$ cat src/rtl/pgt_pkg.sv
// Package pgt_pkg
// Shared types for the power-good timeout generator.
package pgt_pkg;

    // Power-good state: not qualified, counting the timeout, asserted.
    typedef enum logic [1:0] {
        PGS_LOW  = 2'd0,
        PGS_WAIT = 2'd1,
        PGS_GOOD = 2'd2
    } pg_state_t;

endpackage

$ cat src/rtl/pgt_margin_filter.sv
// Module pgt_margin_filter
// Turns the active-low margin request into a registered freeze flag.
// The request must be sampled low on FILT_CYC consecutive edges before the
// freeze flag rises; one edge that samples it high clears the flag.
// Assumes margin_n is synchronous to clk.
module pgt_margin_filter #(
    parameter int FILT_CYC = 10
) (
    input  logic clk,
    input  logic rst_n,
    input  logic margin_n,
    output logic frozen
);

    localparam int FW = $clog2(FILT_CYC + 1);
    localparam logic [FW-1:0] RUN_MAX = FW'(FILT_CYC);
    localparam logic [FW-1:0] RUN_ARM = FW'(FILT_CYC - 1);

    logic [FW-1:0] run;

    // Count consecutive low samples (saturating) and raise the freeze flag.
    always_ff @(posedge clk) begin
        if (!rst_n) begin
            run    <= '0;
            frozen <= 1'b0;
        end else if (margin_n) begin
            run    <= '0;
            frozen <= 1'b0;
        end else begin
            if (run != RUN_MAX) begin
                run <= run + 1'b1;
            end
            frozen <= (run >= RUN_ARM);
        end
    end

endmodule

$ cat src/rtl/pgt_qualify.sv
// Module pgt_qualify
// Combines the supply, enable and per-channel output flags into one
// qualification bit. Channels with a zero mask bit are treated as good.
// Purely combinational.
module pgt_qualify #(
    parameter int N = 3
) (
    input  logic [N-1:0] chan_en,
    input  logic [N-1:0] out_good,
    input  logic [N-1:0] set_ok,
    input  logic         en_ok,
    output logic         qualified
);

    logic [N-1:0] ch_ok;
    logic         supply_ok;
    logic         outputs_ok;

    // One masking term per channel.
    for (genvar i = 0; i < N; i++) begin : g_chan
        assign ch_ok[i] = out_good[i] | ~chan_en[i];
    end

    // Supply side: enable plus every undervoltage flag.
    always_comb begin
        supply_ok  = en_ok & (&set_ok);
        outputs_ok = &ch_ok;
        qualified  = supply_ok & outputs_ok;
    end

endmodule

$ cat src/rtl/pgt_timer.sv
// Module pgt_timer
// Holds the power-good state and the timeout counter. While qualified it
// counts edges and asserts after the limit; any non-qualified edge clears
// both. While freeze is high all state is held.
// Assumes DEFAULT_TICKS fits in CNT_W bits and is non-zero.
module pgt_timer
    import pgt_pkg::*;
#(
    parameter int CNT_W         = 16,
    parameter int DEFAULT_TICKS = 20000
) (
    input  logic             clk,
    input  logic             rst_n,
    input  logic             freeze,
    input  logic             qualified,
    input  logic [CNT_W-1:0] timeout_cfg,
    output logic             pg,
    output logic [CNT_W-1:0] cnt_o
);

    localparam logic [CNT_W-1:0] DEF_LIM = CNT_W'(DEFAULT_TICKS);

    pg_state_t        state, state_nx;
    logic [CNT_W-1:0] cnt, cnt_nx;
    logic [CNT_W-1:0] limit;
    logic [CNT_W:0]   cnt_inc;
    logic             reached;

    // Resolve the limit and test whether this edge completes the timeout.
    always_comb begin
        limit   = (timeout_cfg == '0) ? DEF_LIM : timeout_cfg;
        cnt_inc = {1'b0, cnt} + (CNT_W+1)'(1);
        reached = (cnt_inc >= {1'b0, limit});
    end

    // Next-state rules: freeze holds, loss of qualification clears.
    always_comb begin
        state_nx = state;
        cnt_nx   = cnt;
        if (!freeze) begin
            if (!qualified) begin
                state_nx = PGS_LOW;
                cnt_nx   = '0;
            end else if (state != PGS_GOOD) begin
                if (reached) begin
                    state_nx = PGS_GOOD;
                    cnt_nx   = '0;
                end else begin
                    state_nx = PGS_WAIT;
                    cnt_nx   = cnt_inc[CNT_W-1:0];
                end
            end
        end
    end

    // State and counter registers.
    always_ff @(posedge clk) begin
        if (!rst_n) begin
            state <= PGS_LOW;
            cnt   <= '0;
        end else begin
            state <= state_nx;
            cnt   <= cnt_nx;
        end
    end

    assign pg    = (state == PGS_GOOD);
    assign cnt_o = cnt;

endmodule

$ cat src/rtl/pg_timeout_gen.sv
// Module pg_timeout_gen
// Top level of the power-good timeout generator: qualification logic,
// margin glitch filter and timeout state machine.
// Assumes all inputs are synchronous to clk; margin_n is tied high by the
// integrator when no margin control is present.
module pg_timeout_gen #(
    parameter int N               = 3,
    parameter int CNT_W           = 16,
    parameter int DEFAULT_TICKS   = 20000,
    parameter int MARGIN_FILT_CYC = 10
) (
    input  logic             clk,
    input  logic             rst_n,
    input  logic [N-1:0]     chan_en,
    input  logic [N-1:0]     out_good,
    input  logic [N-1:0]     set_ok,
    input  logic             en_ok,
    input  logic             margin_n,
    input  logic [CNT_W-1:0] timeout_cfg,
    output logic             pg
);

    logic             qualified;
    logic             margin_frz;
    logic [CNT_W-1:0] tmr_cnt;

    pgt_qualify #(.N(N)) u_qual (
        .chan_en   (chan_en),
        .out_good  (out_good),
        .set_ok    (set_ok),
        .en_ok     (en_ok),
        .qualified (qualified)
    );

    pgt_margin_filter #(.FILT_CYC(MARGIN_FILT_CYC)) u_margin (
        .clk      (clk),
        .rst_n    (rst_n),
        .margin_n (margin_n),
        .frozen   (margin_frz)
    );

    pgt_timer #(.CNT_W(CNT_W), .DEFAULT_TICKS(DEFAULT_TICKS)) u_timer (
        .clk         (clk),
        .rst_n       (rst_n),
        .freeze      (margin_frz),
        .qualified   (qualified),
        .timeout_cfg (timeout_cfg),
        .pg          (pg),
        .cnt_o       (tmr_cnt)
    );

endmodule

$ cat config.mk
export PLATFORM = sky130hd
export DESIGN_NAME = pg_timeout_gen
export DESIGN_NICKNAME = d
export VERILOG_FILES = /design/src/rtl/pgt_pkg.sv /design/src/rtl/pgt_margin_filter.sv /design/src/rtl/pgt_qualify.sv /design/src/rtl/pgt_timer.sv /design/src/rtl/pg_timeout_gen.sv
export SDC_FILE = /design/constraint.sdc
export NUM_CORES = 1
export LEC_CHECK = 0
export ABC_AREA = 1
export BUFFER_PORTS_ARGS = -buffer_cell sky130_fd_sc_hd__buf_2
export CORE_ASPECT_RATIO = 0.6
export CORE_MARGIN = 1
export CORE_UTILIZATION = 30
export CTS_BUF_LIST = sky130_fd_sc_hd__clkbuf_8
export CTS_CLUSTER_DIAMETER = 60
export DETAILED_ROUTE_END_ITERATION = 12
export PLACE_DENSITY = 0.58
export SLEW_MARGIN = 25
export SYNTH_ARGS = -nofsm -noshare
export SYNTH_HDL_FRONTEND = slang
export SYNTH_HIERARCHICAL = 1
export SYNTH_SLANG_ARGS = --single-unit
$ cat constraint.sdc
create_clock -name clk -period 2.8 [get_ports clk]
set_input_delay 0.28 -clock clk [delete_from_list [all_inputs] [get_ports clk]]
set_output_delay 0.28 -clock clk [all_outputs]
set_load 0.01 [all_outputs]
After elaboration in Yosys (flattened, before gate mapping)
Cells that the tools add are included.
Storage, ports and cells
  register bits after elaboration: 23
  output and inout port bits: 1
  logic and storage cells: 34
Operators by class
  $add $sub $neg: 2
  magnitude comparators: 2
  equality and inequality tests: 4
  muxes and demuxes: 7
  bitwise logic cells: 10
  reductions and logical operators: 5
Operator list (count)
  $mux 16: 4
  $add 16x1->17 const B: 1
  $ge 17x16->1: 1
  $logic_not 16->1: 1
  $mux 2: 3
  $reduce_and 3->1: 2
  $not 1->1: 5
  $add 4x1->4 const B: 1
  $ge 4x4->1 const B: 1
  $ne 2x2->1 const B: 2
  $ne 4x4->1 const B: 1
  $or 1x1->1: 3
  $and 1x1->1: 2
  $eq 2x2->1 const B: 1
  $reduce_and 2->1: 1
  $reduce_or 2->1: 1

Logic depth before layout (Yosys ltp)
Gate-level depths: netlist of the first run.
  word-level depth: 6
  depth in mapped cells: 19

Modules after synthesis
Netlist of the first run, hierarchy kept.
Modules (own cells, without submodules)
  pgt_timer: instances 1, cells an instance 247, area each 1639.1 um^2, sequential area each 360.3 um^2
  pgt_margin_filter: instances 1, cells an instance 39, area each 281.5 um^2, sequential area each 100.1 um^2
  pgt_qualify: instances 1, cells an instance 11, area each 42.5 um^2, sequential area each 0.0 um^2

Least setup slack after synthesis of the first run
No wires, ideal clock.
  kind: register to register
  start: reg u_timer.cnt[0] (netlist: u_timer/cnt_o[0])
  end: reg u_timer.cnt[8] (netlist: u_timer/cnt_o[8])
  setup time: 71 ps
  arrival: 2322 ps
  required time: 2729 ps
  setup slack: 408 ps
  stages on the path, launching flop included: 18
  path buffers: 1
  period minus slack after synthesis: 2392 ps
  path through: dfxtp_1 -> ha_1 -> nand2_1 -> inv_1 -> nand3_1 -> nor2_1 -> xor2_2 -> ha_1 -> nand2_1 -> nor2_1 -> nand2_1 -> nand2_1 -> nand2_1 -> nand3_1 -> nor2_2 -> buf_6 -> nand4_1 -> a21oi_1
On the way
  longest elaborated chain between the ends: 5
RTL lines
  start, declared: line pgt_timer.sv:24  | logic [CNT_W-1:0] cnt, cnt_nx;
  start signal, assigned: line pgt_timer.sv:63  | cnt <= cnt_nx;
  $add 16x1->17 *: line pgt_timer.sv:32  | cnt_inc = {1'b0, cnt} + (CNT_W+1)'(1);
  $ge 17x16->1: line pgt_timer.sv:33  | reached = (cnt_inc >= {1'b0, limit});
  $mux 16 *: line pgt_timer.sv:45  | if (reached) begin
  $mux 16 *: line pgt_timer.sv:44  | end else if (state != PGS_GOOD) begin
  $mux 16 *: line pgt_timer.sv:41  | if (!qualified) begin
Every way passes the cells marked *; elsewhere a longest branch is shown, timed or not. The select of a mux whose other input is x is not followed.
A chain may end at the register's enable or synchronous reset.

Worst setup path in the final report of the first run
  start: reg u_timer.cnt[1] (netlist: u_timer/cnt_o[1])
  end: reg u_timer.state[0]
On the way
  longest elaborated chain between the ends: 5
RTL lines
  $add 16x1->17: line pgt_timer.sv:32
  $ge 17x16->1: line pgt_timer.sv:33
  $mux 2: line pgt_timer.sv:45
  $mux 2: line pgt_timer.sv:44
  $mux 2: line pgt_timer.sv:41
  end signal, assigned: line pgt_timer.sv:62  | state <= state_nx;
  end, declared: line pgt_timer.sv:23  | pg_state_t state, state_nx;
Every way passes these cells. The select of a mux whose other input is x is not followed.

==> out/results.ini, run 1 <==
[worst_setup_path]
arrival_ns = 2.71
crit_path_end_kind = register
cp-start-kind = register
path_class = register to register
cp.required_ns = 2.99
cp_max_fo = 17

[sta]
slew_headroom_pct = 59.0
tightest_slew_ns = 0.613
final_max_slew_viol_count = 0
fmax_mhz = 397
layout_worst_path_cycle_share_pct = 90.0
rsz0062_at_grt = false
period_minus_slack_ns = 2.52
fin_ws_ns = 0.279
setup_tns_ns = 0
fin_skew_ns = 0.00349
hold_viol = 0
finalSetupViolations = 0

[cells_and_area]
nNetsFinal = 377
diodes = 0
area_delta_synth_final_pct = 13.8
layoutNonFillerInstCount = 410
drive_gt1_share_pct = 16.9

[drt]
via_per_inst = 4.58
routed-wl-met3_um = 394
via_count = 1878
post_drt_wl_per_cell_um = 11.3
detail-route-antenna-nets = 0
wl_met2_um = 1730
dr.pass1.iters = 5
wl_met1_um = 2490
drt-total-wl_um = 4620
dr.max_layer_used = met4
drt-initial-drc-count = 169
drc = 0

[pwr]
power.internal_mw = 0.455
swShare_pct = 24.9
p_clk_share_pct = 34.8
leakagePower_nw = 1.04
peakVddDrop_mv = 0.144
power_switching_mw = 0.151
sequentialPowerShare_pct = 54.6
power_mw = 0.606
pwr-share-comb_pct = 10.6
p_per_area_nw_per_um2 = 271

[yosys]
synth_compound_area_share_pct = 6.76
synth_edf_count = 0
synthCells = 297
syn_avg_cell_area_um2 = 6.61
synth_flop_cell = dfxtp_1
synth-seq-cells = 23
synth_xor_area_share_pct = 5.67
synth.most_common_cell = nand2_1
synth_cell_type_count = 31
synthArstFlopShare_pct = 0
ys_seq_area_share_pct = 23.5
synthSimpleGateAreaFrac_pct = 39.3
synthesis.nets = 347
yosys-top-cells-count = nand2_1 (76), inv_1 (42), nor2_1 (39), dfxtp_1 (23), a21oi_1 (22)
synth_area_leaders = dfxtp_1 (23%), nand2_1 (15%), ha_1 (13%)
synthMuxAreaShare_pct = 0
ys_warn_count = 6
yosys.area.top_type_share_pct = 23.5
synth_top_family_by_area = simple AND/OR/NAND/NOR gates
yosysTopAreaCell = dfxtp_1
synthAdderAreaFrac_pct = 13.4
syn_area_um2 = 1960

[cts]
clock-root-buffer = clkbuf_8
postCtsHoldBufs = 0
cts_tree = done
cts_sinks = 23
htree_levels = 1
cts_made_buffers = 3
clk_latency_ns = 0.27
clk_pin_slew_worst_paths_ns = 0.09
cts_buffer_depth = 2

[floorplan]
die-area_um2 = 6880
start_util_pct = 31.6
die_x_um = 106
die_y_um = 64.7
core_area_um2 = 6220
fp-row-count = 22
pin_count = 30

[place]
dp.cells = 406
place_congestion = 0.858
dp_slack_ns = 0.160
dp_hpwl_um = 3660
numPortBuffers = 29

[grt]
grt_pass1_wl_um = 8080
grt_pass1_vias = 1708
grt-ovfl-total = 0
grt_max_degree = 18
grt_util_all_layers_pct = 15.0
antenna_found_initial = 0

[run]
maxCapViolCount = 0

[hold_path]
min_path_type = input pin to register

[run_status]
status = complete, no violations

## worst paths after layout
path / cells after the start / from / slack (ns) / endpoint
setup / recovery: 16 / u_timer/cnt_o[1] / 0.28 / u_timer/state[0]
hold / removal: 3 / rst_n / 0.26 / u_timer/cnt_o[0]
setup reg to reg: 16 / u_timer/cnt_o[1] / 0.28 / u_timer/state[0]
hold reg to reg: 2 / u_timer/state[0] / 0.47 / u_timer/state[0]
## worst max-delay path: stages (launching register included)
cell and delay (ns):
dfxtp_1 0.36, ha_1 0.17, nand2_1 0.08, nor2_1 0.19, nand3_1 0.12, xnor2_1 0.31, ha_1 0.30, nand2_1 0.06
nor2_1 0.06, nand2_1 0.06, nand2_1 0.05, nand2_1 0.05, nand3_1 0.08, nor2_2 0.13, buf_12 0.16, nand3_1 0.10
a21oi_1 0.15
## layout make-up
cell class	instances	area [um2]
Multi-Input combinational cell	223	1280
Clock inverter	1	3.75
Clock buffer	3	41.3
Fill cell	686	3990
Tap cell	84	105
Inverter	45	169
Timing Repair Buffer	31	173
Sequential cell	23	462
## kinds of logic after synthesis
group                    count (synthesis)
AO/OA/AOI/OAI                           26
buffers and inverters                   51
AND/OR/NAND/NOR                        165
flip-flops                              23
adder cells (fa/ha/maj)                 21
XOR/XNOR                                11
## registers in the layout, indices dropped and copies added, names as in the netlist
signal           count
u_timer/state        2
u_timer/cnt_o       16
u_margin/frozen      1
u_margin/run         4
## per-stage QoR
| step | utilization, % | cell area, um2 | hold slack, ns |
|---|---|---|---|
| floorplan | - | 1960 | 0.418 |
| global placement | 35.1 | 2180 | 0.456 |
| detailed placement | 35.1 | 2180 | 0.456 |
| CTS | 35.8 | 2230 | 0.264 |
| global route | 35.9 | 2230 | 0.266 |
| finish | 35.9 | 2230 | 0.264 |
## power by group through the flow
stage                     Combinational (mW)  Sequential [mW]  Clock [mW]
after detailed placement              0.0651            0.339           0
after global routing                  0.0760            0.332       0.244
after floorplan                       0.0347            0.338           0
final                                 0.0645            0.331       0.211
after global placement                0.0635            0.339           0
after CTS                             0.0654            0.331       0.220
## placed cells by master (no fill, tap or decap), types with 2 or more instances in the layout
cell      synthesis  layout
a21oi_1          22      22
buf_2             1      29
clkbuf_8          0       3
clkinv_1          2       2
dfxtp_1          23      22
ha_1             21      21
inv_1            42      42
inv_2             1       2
nand2_1          76      76
nand2_2           5       5
nand3_1          11      11
nand4_1          17      17
nor2_1           39      38
nor2_2            5       6
nor2_4            2       2
nor4_1            4       4
o21ai_0           3       3
xnor2_1           5       5
xor2_1            4       4
xor2_2            2       2
## routing by layer
layer  GRT usage [%]  up-vias
met3            3.42        2
met2            21.6       60
met4            2.57        0
met5               0        -
met1            22.5      813
li1                -     1003
## what timing repair did
action / CTS / global route
resized for setup: 0 / 3
endpoints found under the hold margin: 0 / 0
setup buffers: 0 / 0
setup endpoints to repair: 0 / 18
Note: power is estimated with default switching activity, not from simulation.
==> inputs of run 2 (changes only) <==
--- a/config.mk
+++ b/config.mk
@@ -9,11 +9,11 @@
 export BUFFER_PORTS_ARGS = -buffer_cell sky130_fd_sc_hd__buf_2
 export CORE_ASPECT_RATIO = 0.6
 export CORE_MARGIN = 1
-export CORE_UTILIZATION = 30
+export CORE_UTILIZATION = 44
 export CTS_BUF_LIST = sky130_fd_sc_hd__clkbuf_8
 export CTS_CLUSTER_DIAMETER = 60
 export DETAILED_ROUTE_END_ITERATION = 12
-export PLACE_DENSITY = 0.58
+export PLACE_DENSITY = 0.74
 export SLEW_MARGIN = 25
 export SYNTH_ARGS = -nofsm -noshare
 export SYNTH_HDL_FRONTEND = slang
==> run 2 against run 1 <==
Compared with the run above:
- core utilization increased by 17 points
- final cell count decreased by 5.9%
- non-clock buffer count unchanged
- fmax decreased by 4.2%
- final area decreased by 1.1%
- worst hold slack improved by 0.011 ns
- first-iteration DRC count decreased by 27%
- combinational power about the same
- worst setup slack got worse by 0.11 ns
- critical path type unchanged
- largest cell class unchanged
- highest routed layer unchanged
==> out/results.ini, run 2 (synthesis gave the netlist of run 1 again) <==
[run_status]
status = complete, no violations

[sta]
slew_headroom_pct = 59.0  ; about the same
tightest_slew_ns = 0.613  ; -0.0000482 ns
fin_skew_ns = 0.0103  ; +0.00678 ns
fmax_mhz = 380  ; -4.2%
holdWs_ns = 0.275  ; +0.0107 ns
period_minus_slack_ns = 2.63  ; +0.109 ns
setup_tns_ns = 0  ; unchanged
final_max_slew_viol_count = 0  ; unchanged
rsz0062_at_grt = false
hold_viol = 0  ; unchanged
layout_worst_path_cycle_share_pct = 93.9  ; +3.9 points
finalSetupViolations = 0  ; unchanged

[cells_and_area]
area_delta_synth_final_pct = 12.5
fill_cells = 417  ; -39%
largest_register_ffs = 16  ; unchanged
layout_common_cells = nand2_1 (76), inv_1 (42), nor2_1 (38)
drive_gt1_share_pct = 17.2  ; +0.31 points
diodes = 0  ; unchanged
layout_commonest_cell = nand2_1
multi_input_area_um2 = 1290  ; +1.2%
ff_latch_area_um2 = 460  ; -0.27%
nNetsFinal = 377  ; unchanged

[cts]
cts_buffer_depth = 2  ; unchanged
cts_sinks = 23  ; unchanged
clk_latency_ns = 0.27  ; about the same
postCtsHoldBufs = 0  ; unchanged
cts_tree = done
cts_made_buffers = 3  ; unchanged
htree_levels = 1  ; unchanged
clock-root-buffer = clkbuf_8
clk_pin_slew_worst_paths_ns = 0.09  ; about the same

[hold_path]
min_path_type = input pin to register
holdPathStages = 3  ; unchanged
hold_path_end = u_timer/cnt_o[0]
hp-start = rst_n

[drt]
via_per_inst = 5.02  ; +9.6%
drc = 0  ; unchanged
drt-total-wl_um = 4700  ; +1.6%
via_count = 1938  ; +3.2%
dr.pass1.iters = 5  ; unchanged
drt-initial-drc-count = 124  ; -27%
post_drt_wl_per_cell_um = 12.2  ; +8.0%
detail-route-antenna-nets = 0  ; unchanged

[worst_setup_path]
ff2ff_path_depth = 16  ; unchanged
timing.rr.start = u_timer/cnt_o[0]
crit_path_start = u_timer/cnt_o[0]
arrival_ns = 2.82  ; +0.11 ns
path_class = register to register
r2r_slack_ns = 0.17  ; -0.11 ns
cp-start-kind = register
cp.required_ns = 2.99  ; about the same
crit_path_end_kind = register
rr_endpoint = u_timer/cnt_o[8]
cp_max_fo = 17  ; unchanged

[grt]
grt_pass1_wl_um = 7760  ; -4.0%
grt-ovfl-total = 0  ; unchanged
grt_max_degree = 18  ; unchanged
antenna_found_initial = 0  ; unchanged
grt_util_all_layers_pct = 22.0  ; +7.0 points
grt_pass1_vias = 1693  ; -0.88%

[pwr]
power_mw = 0.603  ; -0.49%
p_per_area_nw_per_um2 = 273  ; +0.63%
leakagePower_nw = 1.06  ; +1.3%
peakVddDrop_mv = 0.319  ; +120%

[place]
numPortBuffers = 29  ; unchanged
dp_hpwl_um = 3720  ; +1.8%
place_congestion = 0.954  ; +11%

[floorplan]
die_x_um = 88.2  ; -17%
core_area_um2 = 4190  ; -33%
pin_count = 30  ; unchanged
start_util_pct = 46.9  ; +15 points
die_y_um = 53.7  ; -17%
fp-row-count = 18  ; -18%
die-area_um2 = 4740  ; -31%

[run]
maxCapViolCount = 0  ; unchanged

==> run 2: cell count changes in the layout (fill, tap and decap cells not counted) <==
cell,delta
buf_12,-1
xnor2_2,+2
dfxtp_2,-1
xnor2_1,-2
dfxtp_1,+1
buf_6,+1
==> run 2: power breakdown <==
part | internal [mW] | switching [mW]
registers | 0.329 | 0.00230
logic | 0.0285 | 0.0358
clock network | 0.0983 | 0.110
==> run 2: area by class of cell <==
class                           instances  area share [%]
Multi-Input combinational cell        223            58.6
Tap cell                               60            3.40
Clock buffer                            3            1.87
Timing Repair Buffer                   31            7.42
Inverter                               45            7.65
Sequential cell                        23            20.8
Clock inverter                          1           0.170
==> run 2: how the worst max path moves through the flow <==
stage,cells past startpoint,slack (ns),to
finish,16,0.17,u_timer/cnt_o[8]
floorplan,17,0.41,u_timer/cnt_o[8]
global placement,17,0.23,u_timer/cnt_o[8]
CTS,17,0.12,u_timer/cnt_o[8]
detailed placement,17,0.17,u_timer/cnt_o[8]
global route,17,0.02,u_timer/cnt_o[8]
==> run 2: per-stage QoR <==
stage / utilization (%) / setup slack [ns] / cell area [um2] / std cells
3_5_place_dp: 51.1 / 0.165 / 2140 / 382
2_1_floorplan: - / 0.408 / 1960 / 297
6_report: 52.7 / 0.169 / 2210 / 386
3_3_place_gp: 51.1 / 0.234 / 2140 / 382
5_1_grt: 52.7 / 0.0202 / 2210 / 386
4_1_cts: 52.2 / 0.124 / 2190 / 386
==> run 2: critical path, stage by stage, from the launching register on <==
cell	delay (ns)
dfxtp_1	0.39
ha_1	0.18
nand2_1	0.09
inv_2	0.12
nand4_1	0.13
xnor2_1	0.35
ha_1	0.31
nand2_1	0.07
nand2_1	0.05
nand2_1	0.06
nand2_1	0.04
nand2_1	0.05
nand3_1	0.08
nor2_2	0.11
buf_6	0.18
nand4_1	0.17
a21oi_1	0.16
==> run 2: per-layer routing <==
layer / wire length (um) / track usage, % / up-vias
li1: - / - / 1005
met1: 2540 / 33.1 / 845
met2: 1660 / 32.9 / 81
met3: 457 / 3.68 / 7
met4: 39 / 4.03 / 0
met5: 0 / 0 / -
==> run 2: what timing repair did <==
| item | 4_1_cts | 5_1_grt |
|---|---|---|
| resized for setup | 0 | 5 |
| endpoints found under the setup margin | 0 | 18 |
| setup buffers | 0 | 0 |
==> inputs of run 3 (changes only) <==
--- a/config.mk
+++ b/config.mk
@@ -5,15 +5,14 @@
 export SDC_FILE = /design/constraint.sdc
 export NUM_CORES = 1
 export LEC_CHECK = 0
-export ABC_AREA = 1
 export BUFFER_PORTS_ARGS = -buffer_cell sky130_fd_sc_hd__buf_2
 export CORE_ASPECT_RATIO = 0.6
 export CORE_MARGIN = 1
-export CORE_UTILIZATION = 44
+export CORE_UTILIZATION = 45
 export CTS_BUF_LIST = sky130_fd_sc_hd__clkbuf_8
 export CTS_CLUSTER_DIAMETER = 60
 export DETAILED_ROUTE_END_ITERATION = 12
-export PLACE_DENSITY = 0.74
+export PLACE_DENSITY = 0.77
 export SLEW_MARGIN = 25
 export SYNTH_ARGS = -nofsm -noshare
 export SYNTH_HDL_FRONTEND = slang
==> constraint.sdc (replaced) <==
create_clock -name clk -period 2.8 [get_ports clk]
set_input_delay 0.28 -clock clk [delete_from_list [all_inputs] [get_ports clk]]
set_output_delay 0.28 -clock clk [all_outputs]
set_load 0.1 [all_outputs]
==> run 3 against run 2 <==
Compared with the run above:
- the flow now finishes with violations (negative setup slack)
- global-route usage is 1.4 points higher
- worst hold slack better by 0.019 ns
- synthesized cell count is 37% lower
- register-to-register slack worse by 0.20 ns
- critical path type unchanged
- critical endpoint is now u_timer/cnt_o[3]
- highest routed layer unchanged
==> out/results.ini, run 3 <==
[worst_setup_path]
cp.required_ns = 2.96  ; -0.03 ns
cp-start-kind = register
path_class = register to register
crit_path_end_kind = register
arrival_ns = 2.99  ; +0.17 ns
cp_max_fo = 14  ; -3

[cells_and_area]
nNetsFinal = 292  ; -23%
area_delta_synth_final_pct = 32.7
largest_register_ffs = 16  ; unchanged
layout_commonest_cell = buf_2
drive_gt1_share_pct = 40.7  ; +23 points
diodes = 0  ; unchanged
multi_input_area_um2 = 1250  ; -3.4%
layout_common_cells = buf_2 (29), buf_4 (24), ha_1 (19)
fin_util_pct = 65.4  ; +13 points
fill_cells = 272  ; -35%
ff_latch_area_um2 = 469  ; +1.9%

[yosys]
yosysTopAreaCell = dfxtp_1
yosys.area.top_type_share_pct = 27.5  ; +4.0 points
syn_avg_cell_area_um2 = 8.97  ; +36%
yosys-top-cells-count = dfxtp_1 (23), ha_1 (21), inv_1 (15), nor2_1 (14)
synth-seq-cells = 23  ; unchanged
synth.most_common_cell = dfxtp_1
synthCells = 187  ; -37%
synthArstFlopShare_pct = 0  ; unchanged
synth_cell_type_count = 40  ; +29%
synth_area_leaders = dfxtp_1 (27%), ha_1 (16%), xnor2_1 (5.7%)
synthesis.nets = 237  ; -32%
ys_seq_area_share_pct = 27.5  ; +4.0 points
syn_area_um2 = 1680  ; -15%
synth_flop_cell = dfxtp_1
ys_warn_count = 6  ; unchanged
synth_edf_count = 0  ; unchanged

[pwr]
peakVddDrop_mv = 0.329  ; +3.1%
leakagePower_nw = 1.09  ; +2.9%
p_per_area_nw_per_um2 = 273  ; about the same

[cts]
htree_levels = 1  ; unchanged
clock-root-buffer = clkbuf_8
clk_latency_ns = 0.27  ; about the same
cts_tree = done
clk_pin_slew_worst_paths_ns = 0.08  ; about the same
cts_buffer_depth = 2  ; unchanged
cts_sinks = 23  ; unchanged
postCtsHoldBufs = 0  ; unchanged
cts_made_buffers = 3  ; unchanged

[floorplan]
fp-row-count = 16  ; -2
core_area_um2 = 3400  ; -19%
start_util_pct = 49.3  ; +2.4 points
pin_count = 30  ; unchanged
die-area_um2 = 3980  ; -16%
die_x_um = 80.8  ; -8.4%
die_y_um = 49.3  ; -8.3%

[drt]
post_drt_wl_per_cell_um = 14.9  ; +23%
dr.pass1.iters = 4  ; -1
detail-route-antenna-nets = 0  ; unchanged
drt-initial-drc-count = 134  ; +8.1%
drc = 0  ; unchanged
via_per_inst = 5.28  ; +5.2%
drt-total-wl_um = 4270  ; -9.2%
via_count = 1510  ; -22%

[place]
place_congestion = 0.815  ; -14%
dp_hpwl_um = 3330  ; -11%
numPortBuffers = 29  ; unchanged

[sta]
rsz0062_at_grt = true
finalSetupViolations = 8  ; +8
fin_ws_ns = -0.0280  ; -0.197 ns
tightest_slew_ns = 0.551  ; -0.0625 ns
layout_worst_path_cycle_share_pct = 101  ; +7.1 points
final_max_slew_viol_count = 0  ; unchanged
fmax_mhz = 354  ; -7.0%
hold_viol = 0  ; unchanged
holdWs_ns = 0.294  ; +0.0188 ns
slew_headroom_pct = 63.0  ; +4.0 points
fin_skew_ns = 0.00211  ; -0.00815 ns
period_minus_slack_ns = 2.83  ; +0.197 ns

[run]
maxCapViolCount = 0  ; unchanged

[grt]
antenna_found_initial = 0  ; unchanged
grt_util_all_layers_pct = 23.4  ; +1.4 points
grt_max_degree = 18  ; unchanged
grt-ovfl-total = 0  ; unchanged
grt_pass1_wl_um = 6960  ; -10%
grt_pass1_vias = 1475  ; -13%

[hold_path]
min_path_type = input pin to register

[run_status]
status = finished with violations
violations = negative setup slack

-- run 3: path summary, 6_finish.rpt --
kind                 endpoint  slack, ns  cells past startpoint        startpoint
min          u_timer/state[0]       0.29                      3             rst_n
max          u_timer/cnt_o[3]      -0.03                     13  u_timer/cnt_o[5]
max reg2reg  u_timer/cnt_o[3]      -0.03                     13  u_timer/cnt_o[5]
min reg2reg  u_timer/state[1]       0.45                      2  u_timer/state[1]
-- run 3: cells by family after synthesis --
| kind of cell | Yosys count | synth area share (%) |
|---|---|---|
| AND/OR/NAND/NOR | 73 | 25.4 |
| AO/OA/AOI/OAI | 35 | 17.2 |
| flip-flops | 23 | 27.5 |
| adder cells (fa/ha/maj) | 21 | 15.7 |
| buffers and inverters | 19 | 5.90 |
| XOR/XNOR | 15 | 7.84 |
| multiplexers | 1 | 0.597 |
-- run 3: routing by layer --
layer | GRT usage, % | wire (um) | vias to the layer above
met3 | 5.42 | 272 | 2
met5 | 0 | 0 | -
li1 | - | - | 784
met1 | 35.0 | 2280 | 675
met4 | 4.17 | 19 | 0
met2 | 33.9 | 1700 | 49
-- run 3: critical path, cell delays in order, from the launching register on --
cell,delay [ns]
dfxtp_1,0.35
nand4_1,0.13
buf_4,0.18
nor2_4,0.11
nand3_2,0.09
xnor2_2,0.19
ha_1,0.33
nand4_2,0.12
or4_4,0.55
o211a_4,0.17
nand3_4,0.08
nor2_4,0.05
buf_12,0.14
a22o_2,0.25
-- run 3: report_power, final --
group          internal [mW]  switching, mW
logic                 0.0346         0.0328
registers              0.328        0.00241
clock network         0.0996          0.111
-- run 3: final cells by class --
cell class	instances	share of cell area [%]
Multi-Input combinational cell	145	56.2
Sequential cell	23	21.1
Timing Repair Buffer	54	15.5
Inverter	15	2.53
Tap cell	45	2.53
Clock buffer	3	1.86
Clock inverter	1	0.225
-- run 3: per-stage QoR --
step | power, mW | worst slack [ns] | instances | setup TNS, ns | cell area (um2)
global route | 0.641 | -0.127 | 286 | -1.52 | 2220
CTS | 0.613 | 0.0101 | 286 | 0 | 2210
global placement | 0.400 | -0.105 | 280 | -1.21 | 2020
detailed placement | 0.403 | -0.0863 | 280 | -0.963 | 2020
finish | 0.608 | -0.0280 | 286 | -0.109 | 2220
floorplan | 0.368 | 0.00803 | 187 | 0 | 1680
-- run 3: what timing repair did --
action                     4_1_cts  5_1_grt
gates resized for setup         26        4
buffers inserted                 2        0
setup endpoints to repair       14       16
pin swaps                       10        0
